===== src/rtl/mc_ctrl_pkg.sv =====
package mc_ctrl_pkg;

  typedef enum logic [2:0] {
    ST_FETCH  = 3'd0,
    ST_DECODE = 3'd1,
    ST_ADDR   = 3'd2,
    ST_MRD    = 3'd3,
    ST_LWB    = 3'd4,
    ST_EXEC   = 3'd5,
    ST_RWB    = 3'd6
  } state_e;

  typedef struct packed {
    logic       mem_addr_sel;
    logic       mem_rd;
    logic       ir_we;
    logic       pc_we;
    logic [1:0] pc_sel;
    logic       alu_a_sel;
    logic [1:0] alu_b_sel;
    logic [1:0] alu_op;
    logic       rf_we;
    logic       rf_wsel;
    logic       rf_dst;
  } ctrl_t;

  localparam logic       ADDR_PC     = 1'b0;
  localparam logic       ADDR_ALUREG = 1'b1;
  localparam logic       A_PC        = 1'b0;
  localparam logic       A_REG       = 1'b1;
  localparam logic [1:0] B_REG       = 2'b00;
  localparam logic [1:0] B_FOUR      = 2'b01;
  localparam logic [1:0] B_IMM       = 2'b10;
  localparam logic [1:0] B_IMM_SHL   = 2'b11;
  localparam logic [1:0] OP_ADD      = 2'b00;
  localparam logic [1:0] OP_FUNCT    = 2'b10;
  localparam logic [1:0] PC_SEL_SEQ  = 2'b01;
  localparam logic       WSEL_ALU    = 1'b0;
  localparam logic       WSEL_MEM    = 1'b1;
  localparam logic       DST_RT      = 1'b0;
  localparam logic       DST_RD      = 1'b1;

endpackage


===== src/rtl/mc_ctrl_opdec.sv =====
module mc_ctrl_opdec #(
  parameter int unsigned     OP_W     = 6,
  parameter logic [OP_W-1:0] OP_RTYPE = '0,
  parameter logic [OP_W-1:0] OP_LOAD  = '1
) (
  input  logic [OP_W-1:0] opcode_i,
  output logic            is_rtype_o,
  output logic            is_load_o
);

  assign is_rtype_o = (opcode_i == OP_RTYPE);
  assign is_load_o  = (opcode_i == OP_LOAD);

endmodule


===== src/rtl/mc_ctrl_next.sv =====
module mc_ctrl_next
  import mc_ctrl_pkg::*;
(
  input  state_e state_i,
  input  logic   is_rtype_i,
  input  logic   is_load_i,
  output state_e state_o
);

  always_comb begin
    state_o = ST_FETCH;
    unique case (state_i)
      ST_FETCH:  state_o = ST_DECODE;
      ST_DECODE: begin
        if (is_rtype_i)     state_o = ST_EXEC;
        else if (is_load_i) state_o = ST_ADDR;
        else                state_o = ST_FETCH;
      end
      ST_ADDR:   state_o = ST_MRD;
      ST_MRD:    state_o = ST_LWB;
      ST_LWB:    state_o = ST_FETCH;
      ST_EXEC:   state_o = ST_RWB;
      ST_RWB:    state_o = ST_FETCH;
      default:   state_o = ST_FETCH;
    endcase
  end

endmodule


===== src/rtl/mc_ctrl_out.sv =====
module mc_ctrl_out
  import mc_ctrl_pkg::*;
(
  input  state_e state_i,
  output ctrl_t  ctrl_o
);

  // Unlisted fields stay zero in every state: no stray writes.
  always_comb begin
    ctrl_o = '0;
    unique case (state_i)
      ST_FETCH: begin
        ctrl_o.mem_addr_sel = ADDR_PC;
        ctrl_o.mem_rd       = 1'b1;
        ctrl_o.ir_we        = 1'b1;
        ctrl_o.pc_we        = 1'b1;
        ctrl_o.pc_sel       = PC_SEL_SEQ;
        ctrl_o.alu_a_sel    = A_PC;
        ctrl_o.alu_b_sel    = B_FOUR;
        ctrl_o.alu_op       = OP_ADD;
      end
      ST_DECODE: begin
        ctrl_o.alu_a_sel    = A_PC;
        ctrl_o.alu_b_sel    = B_IMM_SHL;
        ctrl_o.alu_op       = OP_ADD;
      end
      ST_ADDR: begin
        ctrl_o.alu_a_sel    = A_REG;
        ctrl_o.alu_b_sel    = B_IMM;
        ctrl_o.alu_op       = OP_ADD;
      end
      ST_MRD: begin
        ctrl_o.mem_addr_sel = ADDR_ALUREG;
        ctrl_o.mem_rd       = 1'b1;
      end
      ST_LWB: begin
        ctrl_o.rf_we        = 1'b1;
        ctrl_o.rf_wsel      = WSEL_MEM;
        ctrl_o.rf_dst       = DST_RT;
      end
      ST_EXEC: begin
        ctrl_o.alu_a_sel    = A_REG;
        ctrl_o.alu_b_sel    = B_REG;
        ctrl_o.alu_op       = OP_FUNCT;
      end
      ST_RWB: begin
        ctrl_o.rf_we        = 1'b1;
        ctrl_o.rf_wsel      = WSEL_ALU;
        ctrl_o.rf_dst       = DST_RD;
      end
      default: ctrl_o = '0;
    endcase
  end

endmodule


===== src/rtl/mc_ctrl_fsm.sv =====
module mc_ctrl_fsm
  import mc_ctrl_pkg::*;
#(
  parameter int unsigned     OP_W     = 6,
  parameter logic [OP_W-1:0] OP_RTYPE = 6'b000000,
  parameter logic [OP_W-1:0] OP_LOAD  = 6'b100011
) (
  input  logic            clk_i,
  input  logic            rst_ni,
  input  logic [OP_W-1:0] opcode_i,
  output logic            mem_addr_sel_o,
  output logic            mem_rd_o,
  output logic            ir_we_o,
  output logic            pc_we_o,
  output logic [1:0]      pc_sel_o,
  output logic            alu_a_sel_o,
  output logic [1:0]      alu_b_sel_o,
  output logic [1:0]      alu_op_o,
  output logic            rf_we_o,
  output logic            rf_wsel_o,
  output logic            rf_dst_o
);

  state_e state_q, state_d;
  logic   is_rtype, is_load;
  ctrl_t  ctrl;

  mc_ctrl_opdec #(
    .OP_W     (OP_W),
    .OP_RTYPE (OP_RTYPE),
    .OP_LOAD  (OP_LOAD)
  ) i_opdec (
    .opcode_i   (opcode_i),
    .is_rtype_o (is_rtype),
    .is_load_o  (is_load)
  );

  mc_ctrl_next i_next (
    .state_i    (state_q),
    .is_rtype_i (is_rtype),
    .is_load_i  (is_load),
    .state_o    (state_d)
  );

  always_ff @(posedge clk_i or negedge rst_ni) begin
    if (!rst_ni) state_q <= ST_FETCH;
    else         state_q <= state_d;
  end

  mc_ctrl_out i_out (
    .state_i (state_q),
    .ctrl_o  (ctrl)
  );

  assign mem_addr_sel_o = ctrl.mem_addr_sel;
  assign mem_rd_o       = ctrl.mem_rd;
  assign ir_we_o        = ctrl.ir_we;
  assign pc_we_o        = ctrl.pc_we;
  assign pc_sel_o       = ctrl.pc_sel;
  assign alu_a_sel_o    = ctrl.alu_a_sel;
  assign alu_b_sel_o    = ctrl.alu_b_sel;
  assign alu_op_o       = ctrl.alu_op;
  assign rf_we_o        = ctrl.rf_we;
  assign rf_wsel_o      = ctrl.rf_wsel;
  assign rf_dst_o       = ctrl.rf_dst;

endmodule


===== config.mk =====
export PLATFORM = sky130hd
export DESIGN_NAME = mc_ctrl_fsm
export DESIGN_NICKNAME = d
export VERILOG_FILES = /design/src/rtl/mc_ctrl_pkg.sv /design/src/rtl/mc_ctrl_opdec.sv /design/src/rtl/mc_ctrl_next.sv /design/src/rtl/mc_ctrl_out.sv /design/src/rtl/mc_ctrl_fsm.sv
export SDC_FILE = /design/constraint.sdc
export NUM_CORES = 1
export LEC_CHECK = 0
export BUFFER_PORTS_ARGS = -buffer_cell sky130_fd_sc_hd__buf_2
export CAP_MARGIN = 20
export CORE_AREA = 2 2 39 41
export CTS_BUF_LIST = sky130_fd_sc_hd__clkbuf_8
export DETAILED_ROUTE_END_ITERATION = 12
export DIE_AREA = 0 0 41 43
export GPL_TIMING_DRIVEN = 0
export HOLD_SLACK_MARGIN = 0.05
export PLACE_DENSITY_LB_ADDON = 0.12
export SLEW_MARGIN = 15
export SYNTH_ARGS = -nofsm -noshare
export SYNTH_HDL_FRONTEND = slang
export SYNTH_SLANG_ARGS = --single-unit

===== constraint.sdc =====
create_clock -name clk_i -period 1.3 [get_ports clk_i]
set_input_delay 0.195 -clock clk_i [delete_from_list [all_inputs] [get_ports clk_i]]
set_output_delay 0.195 -clock clk_i [all_outputs]
set_load 0.05 [all_outputs]

Yosys cells after proc, flatten, opt, wreduce, memory -nomap -nowiden
Cells that the tools add are included.
Word-level totals
  output and inout bits: 14
  input port bits: 8
  logic and storage cells: 17
  register bits after elaboration: 3
Operators by class
  multiplexer cells: 7
  eq/ne operators: 7
  reductions and logical operators: 2
Operators with widths (number)
  one-hot mux 5 bit (4 select lines): 1
  one-hot mux 3 bit (5 select lines): 1
  == test 3 bit (second input constant): 3
  == test 3 x 2 -> 1 bit (second input constant): 2
  == test 6 bit (second input constant): 1
  zero test 6 bit: 1
  one-hot mux 3 bit (2 select lines): 1
  two-way mux 4 bit: 1
  one-hot mux 2 bit (2 select lines): 1
  == test 3 x 1 -> 1 bit (second input constant): 1
  zero test 3 bit: 1
  two-way mux 3 bit: 1
  two-way mux 2 bit: 1

Depth between registers and ports, before layout
Gate-level depths: netlist of the first run.
  word-level depth: 4
  gate-level depth with buffers: 4
  gate-level depth less buffers: 3

Cells and area by module
Synthesis of the first run repeated with hierarchy kept, for this count alone.
Second synthesis, totals
  cells, all modules: 38
  area total of the unflattened synthesis: 301.5 sq um
Modules (own cells, without submodules)
  mc_ctrl_out: cells each 20, area an instance 133.9 sq um, seq. area each 0.0 sq um, times used 1
  mc_ctrl_fsm: cells each 3, area an instance 75.1 sq um, seq. area each 75.1 sq um, times used 1
  mc_ctrl_next: cells each 11, area an instance 51.3 sq um, seq. area each 0.0 sq um, times used 1
  mc_ctrl_opdec: cells each 4, area an instance 41.3 sq um, seq. area each 0.0 sq um, times used 1

Least setup slack after synthesis of the first run
No wires, ideal clock.
  path kind: reg2out
  start: register state_q[2]
  end: output port pc_sel_o[0]
  buffers on the path: 2
  arrival: 2.061 ns
  cell stages (with the launch flop): 4
  slack: -0.956 ns
  cells stage by stage: dfrtp_1 buf_6 nor3_1 buf_4
Between the ends
  cells in the longest elaborated chain, start to end: 2
RTL lines
  start, declared: line mc_ctrl_fsm.sv:24  | state_e state_q, state_d;
  start signal, assigned: line mc_ctrl_fsm.sv:47  | else state_q <= state_d;
  zero test 3 bit: line mc_ctrl_out.sv:11  | unique case (state_i)
  two-way mux 4 bit: line mc_ctrl_out.sv:11
  end, declared: line mc_ctrl_fsm.sv:15  | output logic [1:0] pc_sel_o,
No other way between the ends.

Final worst setup path of the first run
  start: register state_q[0]
  end: output port mem_rd_o
Between the ends
  cells in the longest elaborated chain, start to end: 2
  elaborated cells between the ends (all ways): 3
  those cells by class: eq/ne: 1; mux: 1; reduce/logical: 1
RTL lines
  == test 3 x 2 -> 1 bit or zero test 3 bit (tied branches): line mc_ctrl_out.sv:11
  one-hot mux 2 bit (2 select lines) *: line mc_ctrl_out.sv:11
  end, declared: line mc_ctrl_fsm.sv:12  | output logic mem_rd_o,
Every way passes the cells marked *; elsewhere a longest branch is shown, timed or not.

==> summary.txt, run 1 <==
Run status
  • Outcome: finished with violations
  • Violated checks: setup timing

Placed design
  • GP Congestion: 0.640
  • Post-DP HPWL: 532 µm
  • Port buffer count: 19

CTS
  • Clk_lat worst skew: 0.21 ns
  • Root Buffer Master: clkbuf_8
  • CTS clk-pin slew, worst paths: 0.03 ns
  • H-tree depth: 1
  • Cts bufs inserted: 3
  • Clock sink total: 3
  • TritonCTS clock tree: yes
  • CTS Buffer Depth: 2

STA
  • Final max-slew violation count: 0
  • Final setup viols: 12
  • Final min period: 1.49 ns
  • RSZ-0062 raised after global routing: yes
  • Final Skew: 0.000555 ns
  • Crit share post-route: 115%
  • Final WS setup: -0.193 ns
  • Max Freq: 670 MHz
  • Hold Fails Final Rpt: 0

Final layout
  • Biggest registers after layout: state_q (3)
  • Largest register FFs: 3
  • Share of layout cells above drive strength 1: 73.1%
  • Final Util: 49.0%
  • Area growth syn-to-layout: 153%
  • Top reg by flops: state_q
  • Total Nets Final: 76
  • Diodes inserted: 0

Worst setup path
  • Worst Path Required: 1.11 ns
  • Register-to-Register Path Depth: 5
  • Arrival time at the worst endpoint: 1.30 ns
  • Critical Path Start Type: register
  • Worst Setup End Kind: primary output
  • Critical path's slowest cell: dfrtp_2
  • CP max FO: 6
  • Critical setup path kind: reg -> out
  • Crit path cell chain: nand2b_4 -> and2_4 -> and2b_1 -> buf_6
  • Worst path max stage delay: 0.46 ns

Floorplan
  • Starting density of the core: 19.3%
  • Chip height: 43 µm
  • Row cnt: 14
  • Die X: 41 µm
  • Die ar.: 0.00176 mm²
  • IO Pins: 22
  • Core box area: 0.00138 mm²

Global routing
  • Vias in the first global route: 336
  • Gr usage total: 11.4%
  • Total grt overflow: 0
  • First-pass GRT wire length: 1.37 mm
  • Initial antenna violation count: 0
  • Maximum number of pins on one net before global-route repair: 7

Route
  • WL/cell: 9.28 µm
  • Drt pass-1 iters: 3
  • Final wirelength: 770 µm
  • DR DRC count: 0
  • Antenna viol nets, final: 0
  • Drt initial violations: 4
  • Detailed-route via count: 340
  • Vias per std cell: 4.10

Synthesis
  • Post-synth EDFFs: 0
  • #FFs+latches synth: 3
  • Synthesized area: 268 µm²
  • Synth Flop Type: dfrtp_1
  • Syn_area_per_cell: 8.11 µm²
  • Async SR Flop Fraction: 100%
  • Post-synth cell types: 20
  • Synthesized instance count: 33
  • Register area share after synthesis: 28.0%
  • YS warnings: 0

Flow run
  • Max Cap Viol: 0

Worst hold path
  • Hold WC Path Type: in -> reg
  • Hold Path Depth: 3
[path summary, 6_finish.rpt]
path,startpoint,end,slack (ns)
max,state_q[0],mem_rd_o,-0.19
min,opcode_i[1],state_q[1],0.25
max reg2reg,state_q[0],state_q[1],0.13
min reg2reg,state_q[0],state_q[0],0.67
max in group asynchronous,rst_ni,state_q[1],0.87
min in group asynchronous,rst_ni,state_q[2],0.31
[critical path: cells and delay by family, from the launching register on]
kind          cells  cell delay [ns]
simple gates      3             0.48
flops             1             0.46
buf+inv           1             0.15
[Yosys cell counts (2+ instances only)]
library cell / instances / area [µm²]
and2_1: 2 / 12.5
and2b_1: 3 / 22.5
buf_4: 4 / 30.0
dfrtp_1: 3 / 75.1
nand2b_1: 2 / 12.5
nand3_1: 2 / 10.0
nor2_1: 3 / 11.3
nor3_1: 2 / 10.0
[routing by layer]
| metal | track usage (%) | wire length (µm) |
|---|---|---|
| met5 | 0 | 0 |
| met4 | 2.00 | 0 |
| met3 | 5.24 | 73 |
| met2 | 15.9 | 346 |
| met1 | 15.8 | 349 |
[through the flow]
step / std cells / hold WS [ns] / TNS (ns) / area (µm²) / worst slack [ns]
2_1_floorplan: 34 / -0.101 / -0.564 / 313 / -0.121
3_3_place_gp: 69 / -0.00637 / -0.283 / 428 / -0.143
3_5_place_dp: 69 / -0.00746 / -0.282 / 428 / -0.142
4_1_cts: 81 / 0.250 / -1.20 / 652 / -0.206
5_1_grt: 83 / 0.278 / -1.83 / 678 / -0.242
6_report: 83 / 0.247 / -1.24 / 678 / -0.193
[timing repair]
action	CTS	global route
endpoints found under the setup margin	12	12
cloned	1	0
setup buffers	6	2
endpoints found under the hold margin	3	0
gates resized for setup	35	3
pin swaps	1	2
hold buffers	1	0
[kinds of logic (layout without fill, tap and decap cells)]
logic type             after synthesis  after routing  share of synthesized area [%]
and+or+nand+nor                     19             19                           42.1
buffers and inverters                6             39                           16.8
AOI/OAI and AO/OA                    4              4                           11.7
DFF                                  3              3                           28.0
other                                1              2                           1.40
[cells in the final DEF, fill, tap and decap left out, types with 3 or more instances in the layout]
cell type / instances
buf_2: 8
buf_6: 9
buf_8: 7
clkbuf_8: 3
buf_4: 9
[cell type report]
| cell class | count | area (µm²) |
|---|---|---|
| plain buffers | 5 | 48.8 |
| clock buffers | 3 | 41.3 |
| clock inverters | 1 | 3.75 |
| fillers | 138 | 706 |
| inverters | 1 | 3.75 |
| multi-input cells | 25 | 208 |
| flip-flops and latches | 3 | 77.6 |
| well taps | 16 | 20.0 |
| repair buffers | 29 | 275 |
Power of run 1 is not shown: default switching activity piles up to over one toggle a cycle in this logic, so the estimate is an artifact.
==> run 2, diff against run 1 <==
--- a/config.mk
+++ b/config.mk
@@ -5,12 +5,12 @@
 export SDC_FILE = /design/constraint.sdc
 export NUM_CORES = 1
 export LEC_CHECK = 0
-export BUFFER_PORTS_ARGS = -buffer_cell sky130_fd_sc_hd__buf_2
 export CAP_MARGIN = 20
 export CORE_AREA = 2 2 39 41
 export CTS_BUF_LIST = sky130_fd_sc_hd__clkbuf_8
 export DETAILED_ROUTE_END_ITERATION = 12
 export DIE_AREA = 0 0 41 43
+export DONT_BUFFER_PORTS = 1
 export GPL_TIMING_DRIVEN = 0
 export HOLD_SLACK_MARGIN = 0.05
 export PLACE_DENSITY_LB_ADDON = 0.12
==> constraint.sdc (replaced) <==
create_clock -name clk_i -period 1.3 [get_ports clk_i]
set_input_delay 0.13 -clock clk_i [delete_from_list [all_inputs] [get_ports clk_i]]
set_output_delay 0.13 -clock clk_i [all_outputs]
set_load 0.05 [all_outputs]
==> run 2 against run 1 <==
The run still ends with setup timing left. First-iteration DRC count increased by 130%. Sequential share of layout area grew 1.6 points. Maximum frequency down 6.7%. Global-route usage up 0.25 points. Count of clock-buffer cells in the layout is the same. Via count fell by 11%. Hold slack worse by 0.12 ns. Setup slack worse by 0.11 ns. Critical path depth down 2. Largest cell class is now multi-input combinational cells. Critical path type unchanged. Non-clock buffer count fell by 14. Clock skew up 0.0013 ns.
==> summary.txt, run 2 (same netlist as run 1, synthesis figures left out) <==
Route
  • Detailed-route via count: 302 (was 340)
  • Final wirelength: 892 µm (was 770 µm)
  • Drt pass-1 iters: 4 (was 3)
  • WL/cell: 12.9 µm (was 9.28 µm)
  • Vias per std cell: 4.38 (was 4.10)
  • DR DRC count: 0 (unchanged)
  • Antenna viol nets, final: 0 (unchanged)
  • Drt initial violations: 9 (was 4)

Global routing
  • Gr usage total: 11.6% (was 11.4%)
  • First-pass GRT wire length: 1.28 mm (was 1.37 mm)
  • Maximum number of pins on one net before global-route repair: 9 (was 7)
  • Vias in the first global route: 316 (was 336)
  • Total grt overflow: 0 (unchanged)
  • Initial antenna violation count: 0 (unchanged)

CTS
  • H-tree depth: 1 (unchanged)
  • CTS clk-pin slew, worst paths: 0.03 ns (about the same)
  • TritonCTS clock tree: yes (unchanged)
  • Root Buffer Master: clkbuf_8 (unchanged)
  • Cts bufs inserted: 3 (unchanged)
  • Clock sink total: 3 (unchanged)
  • Clk_lat worst skew: 0.21 ns (about the same)
  • CTS Buffer Depth: 2 (unchanged)

STA
  • Relative max-transition margin: 57.5%
  • Final max-slew violation count: 0 (unchanged)
  • Worst-Margin Slew: 0.635 ns
  • Final WS setup: -0.301 ns (was -0.193 ns)
  • Max Freq: 624 MHz (was 670 MHz)
  • Final setup viols: 13 (was 12)
  • Final Skew: 0.00189 ns (was 0.000555 ns)
  • Hold Fails Final Rpt: 0 (unchanged)
  • Total Neg Setup Slack: -2.72 ns (was -1.24 ns)
  • Final min period: 1.60 ns (was 1.49 ns)
  • RSZ-0062 raised after global routing: yes (unchanged)
  • Crit share post-route: 123% (was 115%)

Worst setup path
  • Reg-to-Reg End: state_q[0] (was state_q[1])
  • Beginning of the critical path: state_q[1] (was state_q[0])
  • CP endpoint: pc_sel_o[0] (was mem_rd_o)
  • Critical Path Start Type: register (unchanged)
  • Flop-to-flop setup slack: -0.24 ns (was 0.13 ns)
  • CP max FO: 5 (was 6)
  • Register-to-Register Path Depth: 5 (unchanged)
  • Critical setup path kind: reg -> out (unchanged)
  • Worst Path Required: 1.17 ns (was 1.11 ns)
  • Worst r2r src: state_q[1] (was state_q[0])
  • Arrival time at the worst endpoint: 1.47 ns (was 1.30 ns)
  • Worst Setup End Kind: primary output (unchanged)

Worst hold path
  • Hold WC Path Type: in -> reg (unchanged)

Floorplan
  • Row cnt: 14 (unchanged)
  • Starting density of the core: 19.3% (unchanged)
  • Die X: 41 µm (unchanged)
  • Core box area: 0.00138 mm² (unchanged)
  • Die ar.: 0.00176 mm² (unchanged)
  • Chip height: 43 µm (unchanged)
  • IO Pins: 22 (unchanged)

Final layout
  • Final Util: 43.1% (was 49.0%)
  • Diodes inserted: 0 (unchanged)
  • Share of layout cells above drive strength 1: 75.5% (was 73.1%)
  • Most common cell after layout, fill and taps aside: buf_6
  • Most frequent cells in the layout: buf_6, buf_4, nor2_4, and2b_4, clkbuf_8 (was buf_6, buf_4, buf_2, buf_8, clkbuf_8)
  • Biggest registers after layout: state_q (3) (unchanged)
  • Top reg by flops: state_q (unchanged)
  • Largest register FFs: 3 (unchanged)
  • Area growth syn-to-layout: 123% (was 153%)
  • Total Nets Final: 62 (was 76)
  • Post-route cell area: 597 µm² (was 678 µm²)

Placed design
  • GP Congestion: 0.592 (was 0.640)
  • Worst slack at placement: -0.197 ns (was -0.142 ns)
  • Placement Cell Area: 308 µm² (was 428 µm²)
  • Port buffer count: 0 (was 19)

Run status
  • Outcome: finished with violations (unchanged)
  • Violated checks: setup timing (unchanged)

Flow run
  • Max Cap Viol: 0 (unchanged)
[run 2: cell types whose count changed in the layout (fill, tap and decap cells not counted), sizes merged]
cell / before / now
clkinvlp: 0 / 1
buf: 33 / 19
inv: 2 / 1
[run 2: critical path: stages (launching register included)]
cell and delay (ns):
dfrtp_2 0.45, nor3_4 0.56, buf_6 0.25
[run 2: final cells by class]
type,count,area [µm²]
fill,137,787
multi-input combinational,25,236
timing repair buffer,15,161
sequential,3,77.6
buffer,5,48.8
clock buffer,3,41.3
tap,16,20.0
inverter,1,7.51
clock inverter,1,3.75
[run 2: routing by layer]
layer,vias to the layer above,track usage (%),wire length [µm]
li1,142,-,-
met1,146,11.8,317
met2,12,18.1,515
met3,2,1.57,39
met4,0,12.0,19
met5,-,0,0
[run 2: metrics by stage]
step / instances / hold slack, ns
after global placement: 50 / -0.165
final: 69 / 0.130
after detailed placement: 50 / -0.165
after floorplan: 34 / -0.166
after global routing: 69 / 0.133
after CTS: 63 / 0.0790
[run 2: what timing repair did]
action,CTS,global route
endpoints found under the setup margin,14,14
setup buffers,8,7
resized for setup,16,13
hold buffers,1,0
pin swaps,5,9
endpoints found under the hold margin,3,0
[run 2: how the worst min path moves through the flow]
stage                      startpoint          to  cells past startpoint
after CTS                 opcode_i[1]  state_q[1]                      2
after global placement         rst_ni  state_q[1]                      0
after global routing      opcode_i[1]  state_q[1]                      2
after floorplan                rst_ni  state_q[0]                      0
final                     opcode_i[1]  state_q[1]                      2
after detailed placement       rst_ni  state_q[1]                      0
Power of run 2 is left out for the same reason.
